File: src/rtl/spi_cmd_pkg.sv
package spi_cmd_pkg;
   typedef logic [7:0] byte_t;

   typedef enum logic [1:0] {
      ST_IDLE,
      ST_LEAD,
      ST_SHIFT,
      ST_TRAIL
   } seq_st_e;

   localparam logic [2:0] GO_SLOW = 3'd4;
   localparam logic [2:0] GO_FAST = 3'd5;

   // send-length code to byte count
   function automatic logic [2:0] send_len(input logic [1:0] code);
      case (code)
         2'd0:    return 3'd1;
         2'd1:    return 3'd2;
         2'd2:    return 3'd4;
         default: return 3'd5;
      endcase
   endfunction
endpackage

File: src/rtl/spi_cmd_clkdiv.sv
module spi_cmd_clkdiv #(
   parameter int FAST_HALF = 1,
   parameter int SLOW_HALF = 2
) (
   input  logic clk,
   input  logic rst_n,
   input  logic run,
   input  logic fast,
   output logic tick
);
   localparam int CNT_W = (SLOW_HALF > 1) ? $clog2(SLOW_HALF) : 1;

   generate
      if (SLOW_HALF == 1) begin : g_nodiv
         assign tick = run;
      end else begin : g_div
         logic [CNT_W-1:0] cnt;
         logic [CNT_W-1:0] limit;
         assign limit = fast ? CNT_W'(FAST_HALF - 1) : CNT_W'(SLOW_HALF - 1);
         assign tick  = run && (cnt >= limit);
         always_ff @(posedge clk or negedge rst_n) begin
            if (!rst_n)          cnt <= '0;
            else if (!run)       cnt <= '0;
            else if (cnt >= limit) cnt <= '0;
            else                 cnt <= cnt + 1'b1;
         end
      end
   endgenerate
endmodule

File: src/rtl/spi_cmd_regs.sv
module spi_cmd_regs
   import spi_cmd_pkg::*;
#(
   parameter int NREG = 8
) (
   input  logic                clk,
   input  logic                rst_n,
   input  logic                host_we,
   input  logic [2:0]          host_addr,
   input  byte_t               host_wdata,
   input  logic                rx_we,
   input  logic [1:0]          rx_idx,
   input  byte_t               rx_data,
   input  byte_t               ctrl_view,
   output byte_t               rdata,
   output logic [NREG-1:1][7:0] store
);
   localparam int RX_BASE = 5;

   generate
      for (genvar i = 1; i < NREG; i++) begin : g_reg
         logic rx_hit;
         assign rx_hit = rx_we && (i >= RX_BASE) && (32'(rx_idx) == i - RX_BASE);
         always_ff @(posedge clk or negedge rst_n) begin
            if (!rst_n)                                     store[i] <= '0;
            else if (rx_hit)                                store[i] <= rx_data;
            else if (host_we && (32'(host_addr) == i))      store[i] <= host_wdata;
         end
      end
   endgenerate

   always_comb begin
      if (host_addr == 3'd0) rdata = ctrl_view;
      else                   rdata = store[host_addr];
   end
endmodule

File: src/rtl/spi_cmd_seq.sv
module spi_cmd_seq
   import spi_cmd_pkg::*;
(
   input  logic       clk,
   input  logic       rst_n,
   input  logic       start,
   input  logic       fast_in,
   input  logic [1:0] wr_code,
   input  logic [1:0] rd_cnt,
   input  byte_t      op_b,
   input  byte_t      adr_hi,
   input  byte_t      adr_mid,
   input  byte_t      adr_lo,
   input  byte_t      tail_b,
   input  logic       tick,
   input  logic       miso,
   output logic       busy,
   output logic       fast_q,
   output logic       sclk,
   output logic       cs_n,
   output logic       mosi,
   output logic       rx_we,
   output logic [1:0] rx_idx,
   output byte_t      rx_data
);
   seq_st_e          st;
   logic [7:0][7:0]  txb;
   logic [7:0][7:0]  txb_nx;
   logic [5:0]       bitcnt, last_bit;
   logic [2:0]       wrn;
   byte_t            shreg, rxsh;
   logic [2:0]       byte_idx, nidx;
   logic [3:0]       total;

   assign busy     = (st != ST_IDLE);
   assign mosi     = shreg[7];
   assign byte_idx = bitcnt[5:3];
   assign nidx     = byte_idx + 3'd1;
   assign total    = {1'b0, send_len(wr_code)} + {2'b00, rd_cnt};

   // wire order of the outgoing bytes, zero filled
   always_comb begin
      txb_nx    = '0;
      txb_nx[0] = op_b;
      case (wr_code)
         2'd1: txb_nx[1] = tail_b;
         2'd2: begin
            txb_nx[1] = adr_hi; txb_nx[2] = adr_mid; txb_nx[3] = adr_lo;
         end
         2'd3: begin
            txb_nx[1] = adr_hi; txb_nx[2] = adr_mid; txb_nx[3] = adr_lo;
            txb_nx[4] = tail_b;
         end
         default: ;
      endcase
   end

   always_ff @(posedge clk or negedge rst_n) begin
      if (!rst_n) begin
         st <= ST_IDLE; txb <= '0; bitcnt <= '0; last_bit <= '0; wrn <= '0;
         shreg <= '0; rxsh <= '0; sclk <= 1'b0; cs_n <= 1'b1; fast_q <= 1'b0;
         rx_we <= 1'b0; rx_idx <= '0; rx_data <= '0;
      end else begin
         rx_we <= 1'b0;
         case (st)
            ST_IDLE: if (start) begin
               txb      <= txb_nx;
               shreg    <= op_b;
               bitcnt   <= '0;
               last_bit <= {total[2:0], 3'b000} - 6'd1;
               wrn      <= send_len(wr_code);
               fast_q   <= fast_in;
               cs_n     <= 1'b0;
               sclk     <= 1'b0;
               st       <= ST_LEAD;
            end
            ST_LEAD: if (tick) st <= ST_SHIFT;
            ST_SHIFT: if (tick) begin
               if (!sclk) begin
                  sclk <= 1'b1;
                  rxsh <= {rxsh[6:0], miso};
               end else begin
                  sclk <= 1'b0;
                  if (bitcnt[2:0] == 3'd7 && byte_idx >= wrn) begin
                     rx_we   <= 1'b1;
                     rx_idx  <= 2'(byte_idx - wrn);
                     rx_data <= rxsh;
                  end
                  if (bitcnt == last_bit) begin
                     st <= ST_TRAIL;
                  end else begin
                     bitcnt <= bitcnt + 6'd1;
                     shreg  <= (bitcnt[2:0] == 3'd7) ? txb[nidx] : {shreg[6:0], 1'b0};
                  end
               end
            end
            ST_TRAIL: if (tick) begin
               cs_n <= 1'b1;
               st   <= ST_IDLE;
            end
            default: st <= ST_IDLE;
         endcase
      end
   end
endmodule

File: src/rtl/spi_cmd_engine.sv
module spi_cmd_engine
   import spi_cmd_pkg::*;
#(
   parameter int FAST_HALF = 1,
   parameter int SLOW_HALF = 2
) (
   input  logic       clk,
   input  logic       rst_n,
   input  logic [2:0] host_addr,
   input  logic       host_we,
   input  logic [7:0] host_wdata,
   output logic [7:0] host_rdata,
   output logic       spi_sclk,
   output logic       spi_cs_n,
   output logic       spi_mosi,
   input  logic       spi_miso
);
   localparam int NREG = 8;

   generate
      if (FAST_HALF < 1 || SLOW_HALF < FAST_HALF) begin : g_bad_div
         $error("spi_cmd_engine: need 1 <= FAST_HALF <= SLOW_HALF");
      end
   endgenerate

   logic                busy, fast_q, tick, start, ctrl_hit;
   logic                rx_we;
   logic [1:0]          rx_idx;
   byte_t               rx_data, ctrl_q, ctrl_view;
   logic [NREG-1:1][7:0] store;

   assign ctrl_hit  = host_we && (host_addr == 3'd0);
   assign start     = ctrl_hit && !busy &&
                      (host_wdata[6:4] == GO_SLOW || host_wdata[6:4] == GO_FAST);
   assign ctrl_view = {busy, ctrl_q[6:0]};

   always_ff @(posedge clk or negedge rst_n) begin
      if (!rst_n)     ctrl_q <= '0;
      else if (start) ctrl_q <= host_wdata;
   end

   spi_cmd_regs #(.NREG(NREG)) u_regs (
      .clk(clk), .rst_n(rst_n), .host_we(host_we), .host_addr(host_addr),
      .host_wdata(host_wdata), .rx_we(rx_we), .rx_idx(rx_idx), .rx_data(rx_data),
      .ctrl_view(ctrl_view), .rdata(host_rdata), .store(store)
   );

   spi_cmd_clkdiv #(.FAST_HALF(FAST_HALF), .SLOW_HALF(SLOW_HALF)) u_div (
      .clk(clk), .rst_n(rst_n), .run(busy), .fast(fast_q), .tick(tick)
   );

   spi_cmd_seq u_seq (
      .clk(clk), .rst_n(rst_n), .start(start), .fast_in(host_wdata[4]),
      .wr_code(host_wdata[1:0]), .rd_cnt(host_wdata[3:2]),
      .op_b(store[1]), .adr_hi(store[4]), .adr_mid(store[3]), .adr_lo(store[2]),
      .tail_b(store[7]), .tick(tick), .miso(spi_miso), .busy(busy),
      .fast_q(fast_q), .sclk(spi_sclk), .cs_n(spi_cs_n), .mosi(spi_mosi),
      .rx_we(rx_we), .rx_idx(rx_idx), .rx_data(rx_data)
   );
endmodule

File: config.mk
export PLATFORM = sky130hd
export DESIGN_NAME = spi_cmd_engine
export DESIGN_NICKNAME = d
export VERILOG_FILES = /design/src/rtl/spi_cmd_pkg.sv /design/src/rtl/spi_cmd_clkdiv.sv /design/src/rtl/spi_cmd_regs.sv /design/src/rtl/spi_cmd_seq.sv /design/src/rtl/spi_cmd_engine.sv
export SDC_FILE = /design/constraint.sdc
export NUM_CORES = 1
export LEC_CHECK = 0
export ABC_AREA = 1
export ABC_CLOCK_PERIOD_IN_PS = 2100
export CAP_MARGIN = 25
export CORE_MARGIN = 5
export CORE_UTILIZATION = 30
export CTS_BUF_LIST = sky130_fd_sc_hd__clkbuf_8
export DETAILED_ROUTE_END_ITERATION = 16
export PLACE_DENSITY = 0.44
export SYNTH_ARGS = -nofsm -noshare
export SYNTH_HDL_FRONTEND = slang
export SYNTH_SLANG_ARGS = --single-unit
File: constraint.sdc
create_clock -name clk -period 2.1 [get_ports clk]
set_clock_uncertainty 0.2 [all_clocks]
set_input_delay 0.21 -clock clk [delete_from_list [all_inputs] [get_ports clk]]
set_output_delay 0.21 -clock clk [all_outputs]
set_load 0.01 [all_outputs]
## After elaboration in Yosys (flattened, before gate mapping)

Cells that the tools add are included.

| operators by class | value |
|---|---|
| reductions and logical operators | 35 |
| div/mod/pow operators | 0 |
| shifts and indexed selects | 0 |
| order comparisons | 4 |
| mux-type cells | 46 |
| add/sub/neg operators | 6 |
| bitwise gates (word level) | 1 |
| equal/unequal tests | 26 |
| $mul | 0 |

Operators by type and width:

| cell | number |
|---|---|
| $mux 8 | 15 |
| $bmux 8 s3 | 2 |
| $pmux 8 s2 | 2 |
| $mux 6 | 4 |
| $eq 3x3->1 const B | 7 |
| $mux 16 | 1 |
| $logic_and 1x1->1 | 15 |
| $mux 2 | 6 |
| $pmux 6 s2 | 1 |
| $reduce_bool 2->1 | 6 |
| $mux 1 | 11 |
| $eq 2x2->1 const B | 5 |
| $ne 2x2->1 const B | 5 |
| $pmux 3 s3 | 1 |
| $reduce_and 3->1 | 3 |
| $lt 3x4->1 const B | 2 |
| $pmux 2 s4 | 1 |
| $add 6x1->6 const B | 1 |
| $eq 2x1->1 const B | 3 |
| $eq 3x2->1 const B | 2 |
| $eq 6x6->1 | 1 |
| $logic_not 2->1 | 3 |
| $reduce_and 6->1 | 1 |
| $sub 6x1->6 const B | 1 |
| other kinds (17) | 19 |

| storage, ports and cells | value |
|---|---|
| latch bits | 0 |
| logic and storage cells | 144 |
| register bits after elaboration | 151 |
| output and inout bits | 11 |
| memories | 0 |
| memory bits (read-only) | 0 |
| bits in writable memories | 0 |

## Depth between registers and ports, before layout

Gate-level depths: netlist of run 1.

| logic depth | value |
|---|---|
| depth after elaboration | 8 |
| depth in mapped cells | 12 |
| depth with buffers taken out | 11 |

## By module

Synthesis of run 1 repeated with hierarchy kept, for this count alone.

| second synthesis, totals | value |
|---|---|
| cell total of the unflattened synthesis | 1034 |
| area, all modules | 7860.0 sq um |

Modules (own cells, without submodules):

| module | area each (sq um) | times used | cells an instance | seq. area each (sq um) |
|---|---|---|---|---|
| spi_cmd_seq | 4459.3 | 1 | 572 | 2128.3 |
| spi_cmd_regs | 3014.1 | 1 | 417 | 1401.3 |
| spi_cmd_engine | 332.8 | 1 | 37 | 175.2 |
| spi_cmd_clkdiv | 53.8 | 1 | 8 | 25.0 |

## Least setup slack after synthesis of run 1

OpenSTA, ideal clock, no wires.

| path | value |
|---|---|
| kind | input port to flip-flop |
| start | input host_wdata[1] |
| end | register u_seq.last_bit[5] |
| path buffers | 0 |
| stages | 10 |
| slack | -85 ps |
| arrival | 1858 ps |
| cells stage by stage | inv_1 ha_1 inv_1 ha_1 fa_1 inv_1 ha_1 xnor2_1 xor2_1 o21ai_0 |

| on the way | value |
|---|---|
| word-level cells in the longest chain between the ends | 4 |
| elaborated cells between the ends (all ways) | 6 |
| those cells by class | add/sub: 2; eq/ne: 2; mux: 1; reduce/logical: 1 |

RTL lines:

| what | line | text |
|---|---|---|
| from (decl) | spi_cmd_engine.sv:11 | `input logic [7:0] host_wdata,` |
| $eq 2x2->1, or another cell as far along | spi_cmd_pkg.sv:16 | `case (code)` |
| $pmux 3 s3 * | spi_cmd_pkg.sv:16 |  |
| $add 3x2->3 * | spi_cmd_seq.sv:39 | `assign total = {1'b0, send_len(wr_code)} + {2'b00, rd_cnt};` |
| $sub 6x1->6 * | spi_cmd_seq.sv:70 | `last_bit <= {total[2:0], 3'b000} - 6'd1;` |
| to (signal assigned) | spi_cmd_seq.sv:70 |  |
| to (decl) | spi_cmd_seq.sv:29 | `logic [5:0] bitcnt, last_bit;` |

Mark *: on every way between the ends. The rest lies on a longest branch, timed or not.
A chain may end at the register's enable or synchronous reset.

## Worst setup path in the final report of run 1

| path | value |
|---|---|
| start | input host_addr[0] |
| end | output host_rdata[6] |

| on the way | value |
|---|---|
| word-level cells in the longest chain between the ends | 3 |
| elaborated cells between the ends (all ways) | 4 |
| those cells by class | mux: 3; reduce/logical: 1 |

RTL lines:

| what | line | text |
|---|---|---|
| from (decl) | spi_cmd_engine.sv:9 | `input logic [2:0] host_addr,` |
| $bmux 8 s3 | spi_cmd_regs.sv:34 | `else rdata = store[host_addr];` |
| $mux 8 (implied by the code) | spi_cmd_regs.sv:34 |  |
| $mux 8 * | spi_cmd_regs.sv:33 | `if (host_addr == 3'd0) rdata = ctrl_view;` |
| to (decl) | spi_cmd_engine.sv:12 | `output logic [7:0] host_rdata,` |

Mark *: on every way between the ends. The rest lies on a longest branch, timed or not. The select of a mux whose other input is x is not followed.

==> flow_summary.json, run 1 <==
{
  "die-area_um2": 28200,
  "finalNonFillerCells": 1392,
  "place.gp.congestion": 0.851,
  "drv_cap": 0,
  "die_y_um": 168,
  "synth_top_family_by_area": "simple AND/OR/NAND/NOR gates",
  "ant_nets": 0,
  "cts_root_buf": "clkbuf_8",
  "clk_latency_ps": 450,
  "antenna_found_initial": 0,
  "dp_hpwl_mm": 17.0,
  "seq_area_frac_synth_pct": 49.9,
  "drt_iter0_drc": 437,
  "rows": 57,
  "synth-edff-count": 0,
  "fmax_mhz": 492,
  "end_kind": "output pin",
  "synthXorXnorAreaFrac_pct": 0.703,
  "drt-total-wl_mm": 23.2,
  "grt_use_total_pct": 16.7,
  "hold_class": "in -> async",
  "max_slew.worst_pin.slew_ps": 505,
  "h-tree-depth": 4,
  "yosys.area_share.adder_pct": 3.28,
  "r2r-start": "u_seq.st[0]",
  "clock_sinks": 149,
  "drive_above_1_share_pct": 16.9,
  "r2r_slack_ps": 140,
  "grt_max_degree": 48,
  "holdWs_ps": 71.2,
  "ir_drop_mv": 0.390,
  "finish.instance_area_um2": 9320,
  "ys.flop_type": "dfrtp_1",
  "syn_area_per_cell_um2": 7.85,
  "async_flop_share_pct": 100,
  "clk_pin_slew_ps": 100,
  "cpMaxStageDelayCell": "dlygate4sd2_1",
  "timing.rr.end": "u_seq.rx_data[1]",
  "power.leakage_nw": 4.58,
  "wire_per_inst_um": 16.7,
  "grt_pass1_wl_mm": 36.9,
  "vias": 6452,
  "portBuffers": 25,
  "slew_violations": 0,
  "critPathMaxFanout": 5,
  "syn_to_final_growth_pct": 24.6,
  "synth-simple-area-share_pct": 22.9,
  "cts_made_buffers": 17,
  "nFillCells": 2630,
  "coreArea_um2": 24500,
  "finalSetupViolCount": 0,
  "ys_warn_count": 0,
  "path_delay_family": "buffers and inverters",
  "critPathRequiredTime_ps": 1690,
  "run_status": "finished, final reports clean",
  "synth_area_um2": 7480,
  "synth_mux_area_share_pct": 0,
  "crit_top_cell": "dlygate4sd2_1",
  "postSynthCellCount": 952,
  "grt_pass1_vias": 6480,
  "crit_buf_inv": 5,
  "synth_cell_types": 35,
  "fin_nets": 1089,
  "viasPerCell": 4.64,
  "min_period_ps": 2030,
  "placed_cells": 1351,
  "dieWidth_um": 168,
  "critPathArrivalTime_ps": 1620,
  "syn_nets": 986,
  "diodes": 0,
  "hold_viol": 0,
  "io_pins": 26,
  "p_per_area_nw_per_um2": 983,
  "crit_path_start_kind": "input pin",
  "grt-ovfl-total": 0,
  "slew_headroom_pct": 66.3,
  "tritoncts": "yes",
  "synth_compound_area_share_pct": 14.6,
  "setup-tns-final_ps": 0,
  "synth_seq_cells": 149,
  "finalCritPeriodShare_pct": 96.8,
  "reg2reg_depth": 9,
  "slowest_delay_ps": 290,
  "path_cells": "dlygate4sd2_1 -> inv_2 -> buf_4 -> nand2_4 -> bufbuf_16 -> o22ai_2 -> o21ai_1 -> nand3_1 -> dlygate4sd2_1",
  "worstSetupPathType": "in -> out",
  "dr.pass1.iters": 5,
  "route.detailed.drc": 0,
  "initial_core_util_pct": 30.6,
  "dpl_cell_area_um2": 8790,
  "finalPower_mw": 9.16,
  "clk_path_buf_depth": 2
}
==> worst max-delay path by stage <==
stage	startpoint	endpoint	slack, ps	cells after the start
4_1_cts	u_seq.st[0]	u_seq.shreg[7]	0.6	10
2_1_floorplan	host_wdata[1]	u_seq.last_bit[5]	-80	10
6_report	host_addr[0]	host_rdata[6]	70	9
3_5_place_dp	host_wdata[1]	u_seq.last_bit[5]	-680	11
3_3_place_gp	host_wdata[1]	u_seq.last_bit[5]	-660	11
5_1_grt	u_regs.store[49]	host_rdata[1]	-6	5
==> cell usage after synthesis, types with 2 or more instances <==
cell	count	share of area [%]
nand3_1	42	2.8
inv_1	116	5.8
inv_2	4	0.20
clkbuf_1	12	0.60
xnor2_1	2	0.23
a22oi_1	8	0.80
xor2_1	4	0.47
ha_1	18	3.0
a21oi_1	4	0.27
o21ai_0	133	8.9
o22ai_1	31	2.6
nand2_2	4	0.33
nand4_1	5	0.42
dfrtp_1	148	50
or2_2	3	0.25
nor2_2	3	0.25
buf_2	20	1.3
nor3_1	3	0.20
nand2_1	307	15
clkinv_1	3	0.15
o21ai_1	4	0.27
buf_6	2	0.30
nor2_1	52	2.6
o221ai_1	13	1.5
==> registers in the layout (all words and copies together), names as in the netlist <==
name / flops
u_seq.sclk: 1
ctrl_q: 7
u_seq.rx_data: 8
u_seq.fast_q: 1
u_seq.cs_n: 1
u_seq.rx_idx: 2
u_seq.rxsh: 8
u_seq.shreg: 8
u_seq.last_bit: 4
u_seq.st: 2
u_seq.rx_we: 1
u_seq.bitcnt: 6
u_seq.txb: 40
u_div.g_div.cnt: 1
u_regs.store: 56
u_seq.wrn: 3
==> placed cells by master, fill, tap and decap left out, types with 5 or more instances in the layout <==
master,instances
dlygate4sd2_1,7
buf_4,81
nand2_1,305
inv_1,103
inv_6,6
ha_1,13
a22oi_1,8
buf_12,13
clkbuf_8,17
nand4_1,5
o21ai_1,14
inv_2,16
nand3_1,42
nor2_1,52
o221ai_1,11
o21ai_0,122
clkdlybuf4s50_1,12
o22ai_1,29
dfrtp_1,148
==> where the power goes <==
group | total, mW | leakage [nW] | switching [mW] | internal, mW
Sequential | 3.98 | 1.87 | 0.391 | 3.59
Clock | 2.21 | 0.191 | 1.24 | 0.966
Combinational | 2.98 | 2.51 | 1.69 | 1.29
Total | 9.16 | 4.58 | 3.32 | 5.84
==> routing by layer <==
metal / global-route usage [%] / part of all wire [%] / vias to the layer above
li1: - / - / 3264
met1: 23.6 / 48 / 3057
met2: 27.0 / 47 / 112
met3: 2.88 / 3.6 / 19
met4: 3.67 / 1.5 / 0
met5: 0 / 0 / -
==> worst reg2reg max path, stage by stage, from the launching register on <==
cell     delay, ps
dfrtp_1        400
inv_2           80
buf_4          110
ha_2           240
nand2_1        120
nor3_2         230
nand2_1        140
buf_4          190
nand2_1         60
o21ai_0         70
==> final cells by class <==
| class | instances | area (µm²) | share of cell area [%] |
|---|---|---|---|
| well taps | 324 | 405 | 4.35 |
| flip-flops and latches | 149 | 3730 | 40.0 |
| multi-input cells | 643 | 3190 | 34.3 |
| inverters | 123 | 472 | 5.06 |
| repair buffers | 121 | 1140 | 12.2 |
| clock inverters | 15 | 144 | 1.54 |
| clock buffers | 17 | 234 | 2.51 |
==> through the flow <==
stage | worst slack [ps] | util [%]
2_1_floorplan | -80.3 | -
3_3_place_gp | -659 | 36.0
3_5_place_dp | -677 | 36.0
4_1_cts | 0.614 | 37.8
5_1_grt | -6.41 | 38.1
6_report | 67.6 | 38.1
==> timing repair <==
action                                 4_1_cts  5_1_grt
setup buffers                                1        6
cloned                                       1        0
gates resized for setup                     46       15
setup endpoints to repair                   17       32
pin swaps                                    5        4
endpoints found under the hold margin      148        0
hold buffers                                 1        0
==> kinds of logic (layout without fill, tap and decap cells) <==
group                    after synthesis  in the layout
AO/OA/AOI/OAI                        195            195
XOR/XNOR                               6              6
adder cells (fa/ha/maj)               19             19
buffers and inverters                160            276
flip-flops                           149            149
AND/OR/NAND/NOR                      423            423
Note: power is estimated with default switching activity, not from simulation.
==> run 2, diff against run 1 <==
--- a/config.mk
+++ b/config.mk
@@ -8,11 +8,13 @@
 export ABC_AREA = 1
 export ABC_CLOCK_PERIOD_IN_PS = 2100
 export CAP_MARGIN = 25
+export CELL_PAD_IN_SITES_DETAIL_PLACEMENT = 2
+export CELL_PAD_IN_SITES_GLOBAL_PLACEMENT = 2
 export CORE_MARGIN = 5
 export CORE_UTILIZATION = 30
 export CTS_BUF_LIST = sky130_fd_sc_hd__clkbuf_8
 export DETAILED_ROUTE_END_ITERATION = 16
-export PLACE_DENSITY = 0.44
+export PLACE_DENSITY = 0.66
 export SYNTH_ARGS = -nofsm -noshare
 export SYNTH_HDL_FRONTEND = slang
 export SYNTH_SLANG_ARGS = --single-unit
==> flow_summary.json, run 2 (synthesized netlist as in run 1, its figures left out) <==
{
  "dp_hpwl_mm": 19.8,
  "diodes": 0,
  "syn_to_final_growth_pct": 24.5,
  "portBuffers": 25,
  "crit_path_start_kind": "flop",
  "wire_per_inst_um": 19.4,
  "coreArea_um2": 24500,
  "grt-ovfl-total": 0,
  "r2r-start": "u_seq.bitcnt[4]",
  "drt_iter0_drc": 276,
  "rows": 57,
  "timing.rr.end": "u_seq.rx_data[7]",
  "startpoint": "u_regs.store[12]",
  "reg_top3": "u_regs.store (56), u_seq.txb (40)",
  "power.leakage_nw": 4.58,
  "dpl_cell_area_um2": 8760,
  "h-tree-depth": 4,
  "ant_nets": 0,
  "critPathRequiredTime_ps": 1690,
  "antenna_found_initial": 0,
  "placed_cells": 1353,
  "io_pins": 26,
  "vias": 6791,
  "finalPower_mw": 9.52,
  "rsz0062_at_grt": "yes",
  "drt-total-wl_mm": 27.0,
  "slew_headroom_pct": 60.2,
  "fin_nets": 1091,
  "min_period_ps": 2020,
  "clk_latency_ps": 470,
  "setup-tns-final_ps": 0,
  "largest-register": "u_regs.store",
  "r2r_slack_ps": 120,
  "cp-endpoint": "host_rdata[4]",
  "finalNonFillerCells": 1394,
  "die-area_um2": 28200,
  "clk_pin_slew_ps": 110,
  "largest_register_ffs": 56,
  "die_y_um": 168,
  "fmax_mhz": 494,
  "reg2reg_depth": 8,
  "drive_above_1_share_pct": 17.6,
  "dr.pass1.iters": 4,
  "holdWs_ps": 99.0,
  "hold_viol": 0,
  "layout_common_cells": "nand2_1, dfrtp_1, o21ai_0",
  "end_kind": "output pin",
  "cts_root_buf": "clkbuf_8",
  "max_slew.worst_pin.slew_ps": 595,
  "initial_core_util_pct": 30.6,
  "finalCritPeriodShare_pct": 96.4,
  "hold_class": "in -> async",
  "clock_sinks": 149,
  "clk_path_buf_depth": 2,
  "route.detailed.drc": 0,
  "place.gp.congestion": 0.799,
  "path_cells": "inv_1 -> o22ai_1 -> o21ai_1 -> buf_4 -> nand3_2 -> buf_2",
  "finalSetupViolCount": 0,
  "critPathMaxFanout": 2,
  "critPathArrivalTime_ps": 1610,
  "dieWidth_um": 168,
  "cpMaxStageDelayCell": "dfrtp_1",
  "slowest_delay_ps": 390,
  "drv_cap": 0,
  "ir_drop_mv": 0.372,
  "grt_use_total_pct": 19.4,
  "tritoncts": "yes",
  "viasPerCell": 4.87,
  "finish.instance_area_um2": 9310,
  "worstSetupPathType": "reg -> out",
  "run_status": "finished, final reports clean",
  "grt_pass1_wl_mm": 42.6,
  "grt_max_degree": 54,
  "grt_pass1_vias": 7341,
  "slew_violations": 0,
  "p_per_area_nw_per_um2": 1020,
  "cts_made_buffers": 17,
  "final_common_cell": "nand2_1"
}
==> run 2: cell count changes in the layout (fill, tap and decap cells not counted), sizes merged, moves of 2 or more <==
cell and change:
inv +4, dlygate4sd2 -5, clkinv -3, clkinvlp -2, buf +6
==> run 2: how the worst min path moves through the flow <==
stage                  start               end  slack, ps  cells past startpoint
finish                 rst_n  u_regs.store[42]        100                      3
global route        spi_miso     u_seq.rxsh[0]         90                      3
CTS                 spi_miso     u_seq.rxsh[0]         80                      3
detailed placement     rst_n  u_regs.store[43]       -150                      1
global placement       rst_n  u_regs.store[43]       -150                      1
floorplan              rst_n         ctrl_q[0]       -290                      0
==> run 2: routing by layer <==
metal,routed length [µm],GRT usage [%],part of all wire [%]
met1,12900,26.6,48
met3,514,3.02,1.9
met2,13300,32.9,49
met5,0,0,0
met4,310,3.63,1.1
==> run 2: final cells by class <==
| class | count | area, µm² |
|---|---|---|
| fill | 2850 | 15200 |
| multi-input combinational | 644 | 3210 |
| tap | 324 | 405 |
| clock inverter | 14 | 158 |
| clock buffer | 18 | 248 |
| inverter | 123 | 473 |
| timing repair buffer | 122 | 1080 |
| sequential | 149 | 3730 |
==> run 2: timing repair <==
item,4_1_cts,5_1_grt
setup buffers,3,4
hold endpoints to repair,149,0
endpoints found under the setup margin,45,47
gates cloned,0,1
pin swaps,8,8
hold buffers,2,0
gates resized for setup,58,25
==> run 2: stage by stage <==
| step | setup slack [ps] | util, % |
|---|---|---|
| after global routing | -72.4 | 38.1 |
| after CTS | 6.58 | 37.8 |
| after detailed placement | -688 | 35.8 |
| after floorplan | -80.3 | - |
| final | 75.7 | 38.1 |
| after global placement | -648 | 35.8 |
==> run 2: worst max-delay path: cells and delay by family, from the launching register on <==
kind                   cells  cell delay, ps
buffers and inverters      3             430
and+or+nand+nor            1              80
DFF                        1             390
AOI/OAI and AO/OA          2             250
==> run 2: report_power, final <==
group	internal [mW]	switching, mW
sequential	3.59	0.401
combinational	1.29	1.87
clock	1.03	1.34
==> run 3, diff against run 2 <==
--- a/config.mk
+++ b/config.mk
@@ -18,3 +18,4 @@
 export SYNTH_ARGS = -nofsm -noshare
 export SYNTH_HDL_FRONTEND = slang
 export SYNTH_SLANG_ARGS = --single-unit
+export TNS_END_PERCENT = 5
==> flow_summary.json, run 3 (synthesized netlist as in run 1, its figures left out) <==
{
  "rsz0062_at_grt": "yes",
  "r2r_slack_ps": 130,
  "vias": 6780,
  "p_sw_mw": 3.54,
  "wire_per_inst_um": 19.4,
  "reg_top3": "u_regs.store (56), u_seq.txb (40)",
  "die-area_um2": 28200,
  "drt-total-wl_mm": 27.0,
  "route.detailed.drc": 0,
  "slew_violations": 0,
  "finalPower_mw": 9.43,
  "place.gp.congestion": 0.799,
  "diodes": 0,
  "path_cells": "inv_1 -> o22ai_1 -> o21ai_1 -> nand3_1 -> clkdlybuf4s15_2",
  "grt-ovfl-total": 0,
  "drv_cap": 0,
  "min_period_ps": 2060,
  "path_delay_family": "flip-flops",
  "coreArea_um2": 24500,
  "fin_nets": 1090,
  "cts_made_buffers": 17,
  "ant_nets": 0,
  "max_slew.worst_pin.slew_ps": 590,
  "swShare_pct": 37.5,
  "finalNonFillerCells": 1393,
  "die_y_um": 168,
  "worstSetupPathType": "reg -> out",
  "rows": 57,
  "placed_cells": 1353,
  "clk_latency_ps": 460,
  "intPower_mw": 5.89,
  "dr.pass1.iters": 4,
  "ir_drop_mv": 0.375,
  "crit_buf_inv": 2,
  "cpMaxStageDelayCell": "dfrtp_1",
  "largest-register": "u_regs.store",
  "grt_pass1_wl_mm": 42.6,
  "portBuffers": 25,
  "clk_path_buf_depth": 2,
  "power.leakage_nw": 4.59,
  "critPathArrivalTime_ps": 1650,
  "hold_viol": 0,
  "grt_max_degree": 54,
  "final_common_cell": "nand2_1",
  "finalSetupViolCount": 0,
  "nFillCells": 2856,
  "fmax_mhz": 486,
  "slowest_delay_ps": 410,
  "clk_pin_slew_ps": 110,
  "largest_register_ffs": 56,
  "io_pins": 26,
  "p_seq_share_pct": 42.2,
  "drt_iter0_drc": 260,
  "p_per_area_nw_per_um2": 1010,
  "p_comb_share_pct": 32.7,
  "drive_above_1_share_pct": 16.8,
  "end_kind": "output pin",
  "h-tree-depth": 4,
  "hold_class": "in -> async",
  "viasPerCell": 4.87,
  "dieWidth_um": 168,
  "tritoncts": "yes",
  "initial_core_util_pct": 30.6,
  "clock_power_share_pct": 25.1,
  "cts_root_buf": "clkbuf_8",
  "syn_to_final_growth_pct": 24.7,
  "layout_common_cells": "nand2_1, dfrtp_1, o21ai_0",
  "antenna_found_initial": 0,
  "critPathRequiredTime_ps": 1690,
  "grt_use_total_pct": 19.4,
  "crit_path_start_kind": "flop",
  "critPathMaxFanout": 3,
  "clock_sinks": 149,
  "dp_hpwl_mm": 19.8,
  "slew_headroom_pct": 60.5,
  "finalCritPeriodShare_pct": 97.9,
  "grt_pass1_vias": 7343,
  "run_status": "finished, final reports clean"
}
run 3: cell count changes in the layout (fill, tap and decap cells not counted), sizes merged:
cell           before  now
nand2             313  312
clkdlybuf4s15       2    3
buf               102   99
clkbuf             19   21
run 3: repair_timing:
action                                 4_1_cts  5_1_grt
endpoints found under the hold margin      149        0
buffers inserted                             3        2
setup endpoints to repair                   45       47
pin swaps                                    6        6
cloned                                       0        1
hold buffers                                 2        0
gates resized for setup                     55       19
run 3: worst min-delay path: cells and delay by family:
family | cells | cell delay [ps]
buf+inv | 3 | 940
run 3: cell type report:
type,instances,area (µm²),share of cell area (%)
repair buffers,122,1110,11.9
well taps,324,405,4.35
flip-flops and latches,149,3730,40.0
clock buffers,18,248,2.66
inverters,123,473,5.07
multi-input cells,643,3200,34.3
clock inverters,14,158,1.69
run 3: final timing paths:
path,start,endpoint,cells past startpoint
setup / recovery,u_regs.store[48],host_rdata[0],5
hold / removal,rst_n,u_regs.store[42],3
setup reg to reg,u_seq.bitcnt[4],u_seq.rx_data[7],8
hold reg to reg,u_div.g_div.cnt,u_div.g_div.cnt,1
max in group asynchronous,rst_n,u_regs.store[17],3
min in group clk,spi_miso,u_seq.rxsh[0],3
run 3: routing by layer:
layer  global-route usage, %  up-vias  share of wire [%]  wire (µm)
met5                       0        -                  0          0
met4                    3.63        0                1.0        282
met3                    3.02       18                2.0        547
met2                    32.9       69                 49      13300
met1                    26.6     3428                 48      12800
li1                        -     3265                  -          -
run 3: power groups by stage:
stage / registers, mW / logic (mW) / clock network (mW)
final: 3.98 / 3.08 / 2.37
after floorplan: 3.93 / 1.79 / 0
after CTS: 3.99 / 3.09 / 2.46
after global placement: 4.01 / 2.89 / 0
after global routing: 4.06 / 3.50 / 2.58
after detailed placement: 4.04 / 3.01 / 0
run 3: through the flow:
| step | setup WS [ps] | cell area, µm² | hold slack, ps | TNS [ps] | util, % |
|---|---|---|---|---|---|
| after CTS | -41.2 | 9240 | 80.1 | -41.2 | 37.8 |
| after global routing | -56.6 | 9320 | 93.7 | -101 | 38.1 |
| after floorplan | -80.3 | 7510 | -286 | -80.3 | - |
| after detailed placement | -688 | 8760 | -149 | -16550 | 35.8 |
| after global placement | -648 | 8760 | -152 | -11830 | 35.8 |
| final | 44.2 | 9320 | 94.3 | 0 | 38.1 |
